$ cat config.mk
export PLATFORM = sky130hd
export DESIGN_NAME = cpisa_bridge
export DESIGN_NICKNAME = d
export VERILOG_FILES = /design/src/rtl/cpisa_pkg.sv /design/src/rtl/cpisa_decode.sv /design/src/rtl/cpisa_wbuf.sv /design/src/rtl/cpisa_seq.sv /design/src/rtl/cpisa_bridge.sv
export SDC_FILE = /design/constraint.sdc
export NUM_CORES = 1
export LEC_CHECK = 0
export ABC_CLOCK_PERIOD_IN_PS = 1700
export BUFFER_PORTS_ARGS = -buffer_cell sky130_fd_sc_hd__clkbuf_2
export CAP_MARGIN = 20
export CORE_AREA = 5 5 98 100
export DETAILED_ROUTE_END_ITERATION = 12
export DIE_AREA = 0 0 103 105
export PLACE_DENSITY_LB_ADDON = 0.3
export SETUP_SLACK_MARGIN = 0.2
export SLEW_MARGIN = 25
export SYNTH_ARGS = -nofsm -noshare
export SYNTH_HDL_FRONTEND = slang
export SYNTH_SLANG_ARGS = --single-unit
$ cat constraint.sdc
create_clock -name clk -period 1.7 [get_ports clk]
set_input_delay 0.17 -clock clk [delete_from_list [all_inputs] [get_ports clk]]
set_output_delay 0.17 -clock clk [all_outputs]
set_load 0.01 [all_outputs]
$ cat src/rtl/cpisa_pkg.sv
package cpisa_pkg;

  typedef enum logic [2:0] {
    SQ_IDLE   = 3'd0,
    SQ_SETUP  = 3'd1,
    SQ_STROBE = 3'd2,
    SQ_HOLD   = 3'd3,
    SQ_DONE   = 3'd4
  } seq_state_t;

  typedef enum logic [1:0] {
    AK_BYTE_RD = 2'd0,
    AK_BYTE_WR = 2'd1,
    AK_WORD_RD = 2'd2,
    AK_WORD_WR = 2'd3
  } access_kind_t;

endpackage

$ cat src/rtl/cpisa_decode.sv
module cpisa_decode #(
  parameter int REG_W    = 5,
  parameter int BYTE_W   = 8,
  parameter int ISA_AW   = 10,
  parameter logic [ISA_AW-1:0] IO_BASE = 10'h300
) (
  input  logic [REG_W+BYTE_W-1:0]  addr_bits,
  input  logic                     win,
  input  logic                     word_mode,
  output cpisa_pkg::access_kind_t  kind,
  output logic [BYTE_W-1:0]        data_byte,
  output logic [ISA_AW-1:0]        isa_addr_next
);
  import cpisa_pkg::*;

  localparam int BASE_HI_W = ISA_AW - REG_W;

  logic [REG_W-1:0] reg_sel;

  always_comb begin
    data_byte     = addr_bits[BYTE_W-1:0];
    reg_sel       = addr_bits[REG_W+BYTE_W-1:BYTE_W];
    isa_addr_next = {IO_BASE[ISA_AW-1:REG_W], reg_sel};
    unique case ({word_mode, win})
      2'b00:   kind = AK_BYTE_RD;
      2'b01:   kind = AK_BYTE_WR;
      2'b10:   kind = AK_WORD_RD;
      default: kind = AK_WORD_WR;
    endcase
  end

  initial begin
    if (BASE_HI_W < 1) $error("ISA_AW must exceed REG_W");
  end

endmodule

$ cat src/rtl/cpisa_wbuf.sv
module cpisa_wbuf #(
  parameter int BYTE_W = 8
) (
  input  logic              clk,
  input  logic              rst_n,
  input  logic              load,
  input  logic [BYTE_W-1:0] load_byte,
  input  logic              commit,
  output logic [BYTE_W-1:0] low_byte,
  output logic              valid
);

  logic [BYTE_W-1:0] hold_q, hold_d;
  logic              valid_d;
  logic              hold_en;

  always_comb begin
    hold_en = load;
    hold_d  = load_byte;
    valid_d = valid;
    if (load)        valid_d = 1'b1;
    else if (commit) valid_d = 1'b0;
  end

  always_ff @(posedge clk or negedge rst_n) begin
    if (!rst_n) begin
      valid  <= 1'b0;
      hold_q <= '0;
    end else begin
      valid <= valid_d;
      if (hold_en) hold_q <= hold_d;
    end
  end

  assign low_byte = valid ? hold_q : '0;

  p_commit_clears_r9: assert property (@(posedge clk) disable iff (!rst_n)
    (commit && !load) |=> !valid);

  p_load_parks_r8: assert property (@(posedge clk) disable iff (!rst_n)
    load |=> (valid && low_byte == $past(load_byte)));

  p_no_clash_r8: assert property (@(posedge clk) disable iff (!rst_n)
    !(load && commit));

endmodule

$ cat src/rtl/cpisa_seq.sv
module cpisa_seq #(
  parameter int PULSE_CLKS = 4
) (
  input  logic clk,
  input  logic rst_n,
  input  logic req,
  output logic go,
  output logic strobe_on,
  output logic drive_on,
  output logic sample,
  output logic done
);
  import cpisa_pkg::*;

  localparam int CW = (PULSE_CLKS < 2) ? 1 : $clog2(PULSE_CLKS);
  localparam logic [CW-1:0] CNT_LOAD = CW'(PULSE_CLKS - 1);

  seq_state_t state_q, state_d;
  logic [CW-1:0] cnt_q, cnt_d;
  logic          cnt_en;

  always_comb begin
    state_d = state_q;
    cnt_d   = cnt_q;
    cnt_en  = 1'b0;
    unique case (state_q)
      SQ_IDLE:   if (req) state_d = SQ_SETUP;
      SQ_SETUP: begin
        state_d = SQ_STROBE;
        cnt_en  = 1'b1;
        cnt_d   = CNT_LOAD;
      end
      SQ_STROBE: begin
        if (cnt_q == '0) begin
          state_d = SQ_HOLD;
        end else begin
          cnt_en = 1'b1;
          cnt_d  = cnt_q - 1'b1;
        end
      end
      SQ_HOLD:   state_d = SQ_DONE;
      SQ_DONE:   if (!req) state_d = SQ_IDLE;
      default:   state_d = SQ_IDLE;
    endcase
  end

  always_ff @(posedge clk or negedge rst_n) begin
    if (!rst_n) begin
      state_q <= SQ_IDLE;
      cnt_q   <= '0;
    end else begin
      state_q <= state_d;
      if (cnt_en) cnt_q <= cnt_d;
    end
  end

  assign go        = (state_q == SQ_IDLE) && req;
  assign strobe_on = (state_q == SQ_STROBE);
  assign drive_on  = (state_q == SQ_SETUP) || (state_q == SQ_STROBE) || (state_q == SQ_HOLD);
  assign sample    = (state_q == SQ_STROBE) && (cnt_q == '0);
  assign done      = (state_q == SQ_DONE);

  p_wait_release_r10: assert property (@(posedge clk) disable iff (!rst_n)
    (done && req) |=> done);

  p_hold_gap_r6: assert property (@(posedge clk) disable iff (!rst_n)
    $fell(strobe_on) |-> (drive_on && !done));

  p_setup_first_r6: assert property (@(posedge clk) disable iff (!rst_n)
    $rose(strobe_on) |-> $past(drive_on));

endmodule

$ cat src/rtl/cpisa_bridge.sv
module cpisa_bridge #(
  parameter int REG_W      = 5,
  parameter int BYTE_W     = 8,
  parameter int ISA_AW     = 10,
  parameter int ISA_DW     = 16,
  parameter logic [ISA_AW-1:0] IO_BASE = 10'h300,
  parameter int PULSE_CLKS = 4
) (
  input  logic                    clk,
  input  logic                    rst_n,
  input  logic                    host_sel,
  input  logic                    host_stb,
  input  logic                    host_win,
  input  logic [REG_W+BYTE_W:1]   host_addr,
  input  logic                    host_word_mode,
  output logic [ISA_DW-1:0]       host_rdata,
  output logic                    host_oe,
  output logic [ISA_AW-1:0]       isa_addr,
  output logic [ISA_DW-1:0]       isa_dout,
  output logic                    isa_dout_en,
  input  logic [ISA_DW-1:0]       isa_din,
  output logic                    isa_ior_n,
  output logic                    isa_iow_n,
  output logic                    isa_wide
);
  import cpisa_pkg::*;

  localparam int HA_W = REG_W + BYTE_W;

  // reset: asserted asynchronously, released on a clock edge
  logic rst_meta_q, rst_s_n;
  always_ff @(posedge clk or negedge rst_n) begin
    if (!rst_n) begin
      rst_meta_q <= 1'b0;
      rst_s_n    <= 1'b0;
    end else begin
      rst_meta_q <= 1'b1;
      rst_s_n    <= rst_meta_q;
    end
  end

  logic              req;
  logic              go, strobe_on, drive_on, sample, done;
  access_kind_t      kind;
  logic [BYTE_W-1:0] dec_byte;
  logic [ISA_AW-1:0] dec_addr;
  logic [BYTE_W-1:0] held_low;
  logic              held_valid;
  logic              wb_load, wb_commit;

  assign req = host_sel && host_stb;

  cpisa_decode #(
    .REG_W(REG_W), .BYTE_W(BYTE_W), .ISA_AW(ISA_AW), .IO_BASE(IO_BASE)
  ) u_dec (
    .addr_bits     (host_addr[HA_W:1]),
    .win           (host_win),
    .word_mode     (host_word_mode),
    .kind          (kind),
    .data_byte     (dec_byte),
    .isa_addr_next (dec_addr)
  );

  cpisa_seq #(.PULSE_CLKS(PULSE_CLKS)) u_seq (
    .clk       (clk),
    .rst_n     (rst_s_n),
    .req       (req),
    .go        (go),
    .strobe_on (strobe_on),
    .drive_on  (drive_on),
    .sample    (sample),
    .done      (done)
  );

  assign wb_load   = go && (kind == AK_WORD_RD);
  assign wb_commit = go && (kind == AK_WORD_WR);

  cpisa_wbuf #(.BYTE_W(BYTE_W)) u_wbuf (
    .clk       (clk),
    .rst_n     (rst_s_n),
    .load      (wb_load),
    .load_byte (dec_byte),
    .commit    (wb_commit),
    .low_byte  (held_low),
    .valid     (held_valid)
  );

  // captured access
  logic              cap_write_q, cap_write_d;
  logic              cap_wide_q,  cap_wide_d;
  logic [ISA_AW-1:0] cap_addr_q,  cap_addr_d;
  logic [ISA_DW-1:0] cap_dout_q,  cap_dout_d;
  logic [BYTE_W-1:0] cap_byte_q,  cap_byte_d;
  logic [ISA_DW-1:0] rd_q, rd_d;
  logic              cap_en, rd_en;

  always_comb begin
    cap_en      = go;
    cap_write_d = (kind == AK_BYTE_WR) || (kind == AK_WORD_WR);
    cap_wide_d  = (kind == AK_WORD_RD) || (kind == AK_WORD_WR);
    cap_addr_d  = dec_addr;
    cap_byte_d  = dec_byte;
    if (kind == AK_WORD_WR) cap_dout_d = {dec_byte, held_low};
    else                    cap_dout_d = {{(ISA_DW-BYTE_W){1'b0}}, dec_byte};
  end

  always_comb begin
    rd_en = sample;
    if (cap_write_q)     rd_d = {cap_byte_q, {(ISA_DW-BYTE_W){1'b0}}};
    else if (cap_wide_q) rd_d = isa_din;
    else                 rd_d = {isa_din[BYTE_W-1:0], {(ISA_DW-BYTE_W){1'b0}}};
  end

  always_ff @(posedge clk or negedge rst_s_n) begin
    if (!rst_s_n) begin
      cap_write_q <= 1'b0;
      cap_wide_q  <= 1'b0;
      cap_addr_q  <= IO_BASE;
      cap_dout_q  <= '0;
      cap_byte_q  <= '0;
      rd_q        <= '0;
    end else begin
      if (cap_en) begin
        cap_write_q <= cap_write_d;
        cap_wide_q  <= cap_wide_d;
        cap_addr_q  <= cap_addr_d;
        cap_dout_q  <= cap_dout_d;
        cap_byte_q  <= cap_byte_d;
      end
      if (rd_en) rd_q <= rd_d;
    end
  end

  assign isa_addr    = cap_addr_q;
  assign isa_dout    = cap_dout_q;
  assign isa_dout_en = drive_on && cap_write_q;
  assign isa_ior_n   = !(strobe_on && !cap_write_q);
  assign isa_iow_n   = !(strobe_on && cap_write_q);
  assign isa_wide    = drive_on && cap_wide_q;
  assign host_rdata  = rd_q;
  assign host_oe     = done;

  p_one_strobe_r3: assert property (@(posedge clk) disable iff (!rst_s_n)
    !(!isa_ior_n && !isa_iow_n));

  p_base_fixed_r2: assert property (@(posedge clk) disable iff (!rst_s_n)
    (!isa_ior_n || !isa_iow_n) |-> (isa_addr[ISA_AW-1:REG_W] == IO_BASE[ISA_AW-1:REG_W]));

  p_bus_stable_r6: assert property (@(posedge clk) disable iff (!rst_s_n)
    (!isa_ior_n || !isa_iow_n) |-> ($stable(isa_addr) && $stable(isa_dout) && $stable(isa_wide)));

  p_wdata_driven_r5: assert property (@(posedge clk) disable iff (!rst_s_n)
    !isa_iow_n |-> isa_dout_en);

  p_oe_quiet_r10: assert property (@(posedge clk) disable iff (!rst_s_n)
    host_oe |-> (isa_ior_n && isa_iow_n && !isa_dout_en));

  p_reset_idle_r1: assert property (@(posedge clk)
    !rst_s_n |=> (isa_ior_n && isa_iow_n && !host_oe && !isa_dout_en));

endmodule

; ---- Yosys cells after proc, flatten, opt, wreduce, memory -nomap -nowiden
; Cells that the tools add are included.
[classes]
n_addsub = 1
n_eq_ne = 13
n_mux = 15
n_reduce_logical = 23
[ops]
columns = op, count
row1 = 16-bit two-way mux, 3
row2 = 3-bit case mux with 5 select lines, 1
row3 = 1-bit logical AND, 9
row4 = 3-bit two-way mux, 3
row5 = 8-bit two-way mux, 1
row6 = "2-bit equality test, second input constant", 3
row7 = "3-bit by 2-bit equality test with 1-bit output, second input constant", 2
row8 = 2-bit case mux with 3 select lines, 1
row9 = 3-bit AND reduction, 2
row10 = "2-bit by 1-bit equality test with 1-bit output, second input constant", 2
row11 = 2-bit logical NOT, 2
row12 = 1-bit logical OR, 4
row13 = "2-bit by 1-bit != test with 1-bit output, second input constant", 2
row14 = "2-bit != test, second input constant", 2
row15 = 2-bit case mux with 2 select lines, 1
row16 = 2-bit nonzero test, 2
row17 = "3-bit by 1-bit equality test with 1-bit output, second input constant", 1
row18 = "3-bit equality test, second input constant", 1
row19 = 1-bit logical NOT, 3
row20 = 3-bit logical NOT, 1
row21 = 1-bit two-way mux, 3
row22 = 2-bit two-way mux, 1
row23 = 1-bit case mux with 2 select lines, 1
row24 = "2-bit by 1-bit subtractor with 2-bit output, second input constant", 1
[totals]
reg_bits = 63
in_bits = 35
out_inout_bits = 47
wordCells = 64

; ---- Longest topological paths before layout
[logic_depth]
ltp_word = 6
mapped_depth = 7
ltp_nobuf = 5

; ---- Hierarchy
; From an unflattened synthesis, not the netlist that was laid out.
[unflattened]
hier_cells = 296
area_unflattened_um2 = 3295.7
[modules_own_cells]
columns = module, instances, cells_per_inst, area_each_um2, seq_area_each_um2
row1 = cpisa_bridge, 1, 214, 2419.8, 1353.8
row2 = cpisa_wbuf, 1, 28, 419.2, 225.2
row3 = cpisa_seq, 1, 32, 306.5, 125.1
row4 = cpisa_decode, 1, 22, 150.1, 0.0

; ---- Worst setup path before layout
; Ideal clock, no wire load.
[synth_path]
path_kind = register -> register
from = reg u_seq.state_q[2]
to = reg u_wbuf.hold_q[0]
setup_time_ns = 0.125
t_arrival_ns = 1.621
required_time_ns = 1.575
slack_ns = -0.045
path_stages_with_launch = 6
n_path_buf = 2
period_less_slack_ns = 1.745
cell_sequence = dfrtp_1 > buf_6 > or2_1 > buf_6 > nor4_4 > mux2_2
[synth_via]
elab_chain_len = 3
[synth_lines]
columns = element, line_no
row1 = start: declaration, cpisa_seq.sv:18  ; seq_state_t state_q, state_d;
row2 = start signal: assignment, cpisa_seq.sv:52  ; state_q <= state_d;
row3 = 3-bit logical NOT, cpisa_seq.sv:57  ; assign go = (state_q == SQ_IDLE) && req;
row4 = 1-bit logical AND, cpisa_seq.sv:57
row5 = 1-bit logical AND, cpisa_bridge.sv:75  ; assign wb_load = go && (kind == AK_WORD_RD);
row6 = end signal: assignment, cpisa_wbuf.sv:31  ; if (hold_en) hold_q <= hold_d;
row7 = end: declaration, cpisa_wbuf.sv:13  ; logic [BYTE_W-1:0] hold_q, hold_d;
; No other way between the ends.
; A chain may end at the register's enable or synchronous reset.

; ---- Worst setup path after layout
[layout_path]
from = reg u_seq.state_q[2]
to = reg cap_byte_q[6]
[layout_via]
elab_chain_len = 2
[layout_lines]
columns = element, line_no
row1 = 3-bit logical NOT, cpisa_seq.sv:57
row2 = 1-bit logical AND, cpisa_seq.sv:57
row3 = end signal: assignment, cpisa_bridge.sv:128  ; cap_byte_q <= cap_byte_d;
row4 = end: declaration, cpisa_bridge.sv:93  ; logic [BYTE_W-1:0] cap_byte_q, cap_byte_d;
; No other way between the ends.

==> flow_metrics.py <==
metrics = {
    "min_path": {
        "holdPathStages": 3,
        "hp-class": "in -> reg",
        "min_from": "isa_din[7]",
        "min_to": "host_rdata[7]",
    },
    "power": {
        "cellPowerDensity_mw_per_mm2": 1787,
        "p_leak_nw": 1.847,
        "power.total_w": 0.006751,
        "ir_drop_mv": 0.5968,
    },
    "logic_synthesis": {
        "yosysTopAreaCell": "dfrtp_1",
        "synth-xor-area-share": 0.002995,
        "yosysSeqAreaShare": 0.5392,
        "yosys.area_share.simple": 0.08815,
        "yosysUniqueCellTypes": 32,
        "synth_compound_area_frac": 0.1425,
        "ys_ff_latch": 63,
        "syn_area_per_cell_um2": 11.08,
        "synth_flop_cell": "dfrtp_1",
        "synth_fa_ha_area_frac": 0.004279,
        "yosysWarningCount": 0,
        "netlist_instances": 264,
        "yosysTopAreaCellShare": 0.5392,
        "synth_edf_count": 0,
        "synth_top_family_by_area": "multiplexers",
        "synth-async-reset-ratio": 1.000,
        "synthMuxAreaShare": 0.1596,
        "syn_area_mm2": 0.002924,
        "synth_commonest_cells": "dfrtp_1 (63), o21ai_0 (50), nand2_1 (35), mux2_2 (17), clkbuf_1 (14)",
        "synth_most_common_cell": "dfrtp_1",
        "ys_top_cells_by_area": "dfrtp_1 (54%), o21ai_0 (8.6%), mux2_4 (6.7%)",
    },
    "floorplan": {
        "start_util": 0.3403,
        "dieArea_mm2": 0.01082,
        "core-area_mm2": 0.008593,
        "die_h_um": 105,
        "rows": 34,
        "die_x_um": 103,
        "ioPinCount": 82,
    },
    "layout": {
        "num-nets-final": 385,
        "final_layout_size_suffix_gt1_frac": 0.4237,
        "final_util": 0.4396,
        "n_fill_cell": 847,
        "area_growth_pct": 29.18,
        "antenna_cells": 0,
    },
    "grt": {
        "grt_start_max_net_pins": 41,
        "antenna_found_initial": 0,
        "grt_pass1_wl_mm": 11.43,
        "grt-ovfl-total": 0,
        "grtUsageTotal": 0.1360,
        "grt_pass1_vias": 2197,
    },
    "sta": {
        "max_slew.worst_pin.slew_ns": 0.5135,
        "fmax_mhz": 652.2,
        "min_period_over_period": 0.9019,
        "finalCriticalPeriod_ns": 1.533,
        "fin_setup_tns_ns": 0,
        "timing.final.ws_setup_ns": 0.1668,
        "setup_violations": 0,
        "maxSlewViolCount": 0,
        "slew-limit-headroom": 0.6576,
        "rsz0062_at_grt": "yes",
        "hold_viol": 0,
        "clock_skew_ns": 0.007666,
    },
    "placement": {
        "dp_hpwl_mm": 5.133,
        "gp_congestion": 0.7775,
        "preCtsSetupSlack_ns": 0.1323,
        "place.port_buffers": 76,
    },
    "critical_path": {
        "critPathSlowestCell": "dfrtp_1",
        "r2r_start": "u_seq.state_q[2]",
        "cp_common_cell": "or2_4",
        "r2r_slack_ns": 0.17,
        "worstSetupPathType": "reg -> reg",
        "crit_arrival_ns": 1.75,
        "critical_path.top_delay_family": "simple AND/OR/NAND/NOR gates",
        "cpPeakStageDelay_ns": 0.38,
        "crit_chain": "or2_4 -> or2_4 -> clkbuf_16 -> mux2_4",
        "start_kind": "register",
        "path_buf_inv": 1,
        "reg2regPathDepth": 4,
        "path_depth": 4,
        "cp_max_fo": 8,
        "cp-end-kind": "register",
        "critical_path_required_ns": 1.92,
        "reg2reg_to": "cap_byte_q[6]",
    },
    "run_status": {
        "status": "finished clean",
    },
    "route": {
        "drc": 0,
        "via_count": 2223,
        "drtAntennaViolNets": 0,
        "routedWlPerCell_um": 15.57,
        "drt_wl_total_mm": 7.192,
        "first_pass_iters": 5,
        "routed_via_density": 4.812,
        "drt_iter0_drc": 89,
    },
    "clock_tree": {
        "cts-buffers-inserted": 9,
        "htreeDepth": 3,
        "cts_tree": "built",
        "clock_latency_ns": 0.34,
        "cts_sinks": 63,
        "cts_buffer_depth": 2,
        "root_buffer": "clkbuf_8",
        "clk_pin_slew_ns": 0.08,
    },
    "job": {
        "cap_violations": 0,
    },
}
==> state kept, by name, summed over array words and instances (netlist names), 2 cells and up <==
signal         count
u_seq.state_q      3
u_wbuf.hold_q      8
isa_dout          16
host_rdata        16
u_seq.cnt_q        2
cap_byte_q         8
isa_addr           5
==> worst max-delay path by stage <==
stage | from | slack [ns] | endpoint
floorplan | u_seq.state_q[2] | -0.05 | u_wbuf.hold_q[0]
global placement | u_seq.state_q[2] | 0.16 | u_wbuf.hold_q[7]
detailed placement | u_seq.state_q[1] | 0.13 | isa_addr[1]
CTS | u_seq.state_q[1] | 0.18 | u_wbuf.hold_q[2]
global route | u_seq.state_q[1] | 0.12 | u_wbuf.hold_q[2]
finish | u_seq.state_q[2] | 0.17 | cap_byte_q[6]
==> metrics by stage <==
stage	hold slack, ns	cell area (µm²)	std cells
floorplan	-0.1256	2954	268
global placement	-0.04291	3430	441
detailed placement	-0.04284	3430	441
CTS	0.04766	3744	461
global route	0.03992	3777	462
finish	0.06102	3777	462
==> layout make-up <==
class                   instances  area [µm²]  share of cell area
clock buffers                   9       123.9             0.03279
clock inverters                 7       121.4             0.03213
inverters                       5       18.77            0.004969
multi-input cells             173        1195              0.3163
flip-flops and latches         63        1580              0.4184
well taps                     108       135.1             0.03577
repair buffers                 97       603.1              0.1597
==> where the power goes <==
| group | switching [W] | leakage, nW | total [W] | internal (W) |
|---|---|---|---|---|
| registers | 0.000465 | 0.778 | 0.00263 | 0.00216 |
| logic | 0.00122 | 0.957 | 0.00254 | 0.00132 |
| clock network | 0.000608 | 0.112 | 0.00158 | 0.000975 |
| total | 0.00229 | 1.85 | 0.00675 | 0.00446 |
==> worst reg2reg max path, delay by kind of cell (launching register included) <==
kind	cells	cell delay (ns)
simple gates	2	0.57
mux	1	0.29
flops	1	0.38
buf+inv	1	0.18
==> cells in the final DEF, fill, tap and decap left out, types with 2 or more instances in the layout <==
cell type / n
bufinv_16: 3
mux2_4: 13
nand2_1: 35
clkbuf_2: 76
mux2_2: 17
buf_6: 2
clkbuf_8: 9
clkinvlp_4: 3
a21oi_1: 2
a2bb2oi_1: 2
or2_4: 2
inv_1: 4
nand3b_1: 2
dfrtp_2: 3
nand2b_1: 3
a31oi_1: 8
buf_4: 15
a21boi_0: 8
o21ai_0: 28
conb_1: 6
o21ai_1: 22
dfrtp_1: 60
mux2i_1: 8
nor2_1: 4
o22ai_1: 2
==> routing by layer <==
layer | track usage | share of wire | vias to the layer above | routed length (µm)
met5 | 0 | 0 | - | 0
met4 | 0.03330 | 0.0038 | 0 | 27
met3 | 0.04597 | 0.071 | 2 | 511
met2 | 0.2030 | 0.47 | 74 | 3346
met1 | 0.1898 | 0.46 | 1067 | 3306
li1 | - | - | 1080 | -
==> cell families (layout without fill, tap and decap cells) <==
group,count (synthesis),after routing
AO/OA/AOI/OAI,74,74
adder cells (fa/ha/maj),1,1
AND/OR/NAND/NOR,53,53
flip-flops,63,63
buffers and inverters,32,118
XOR/XNOR,1,1
other,2,6
multiplexers,38,38
==> what timing repair did <==
action	4_1_cts	5_1_grt
endpoints found under the setup margin	24	33
resized for setup	5	9
hold buffers	1	0
pin swaps	0	1
hold endpoints to repair	2	0
cloned	1	1
setup buffers	2	0
Power figures use the tool's default switching activity.
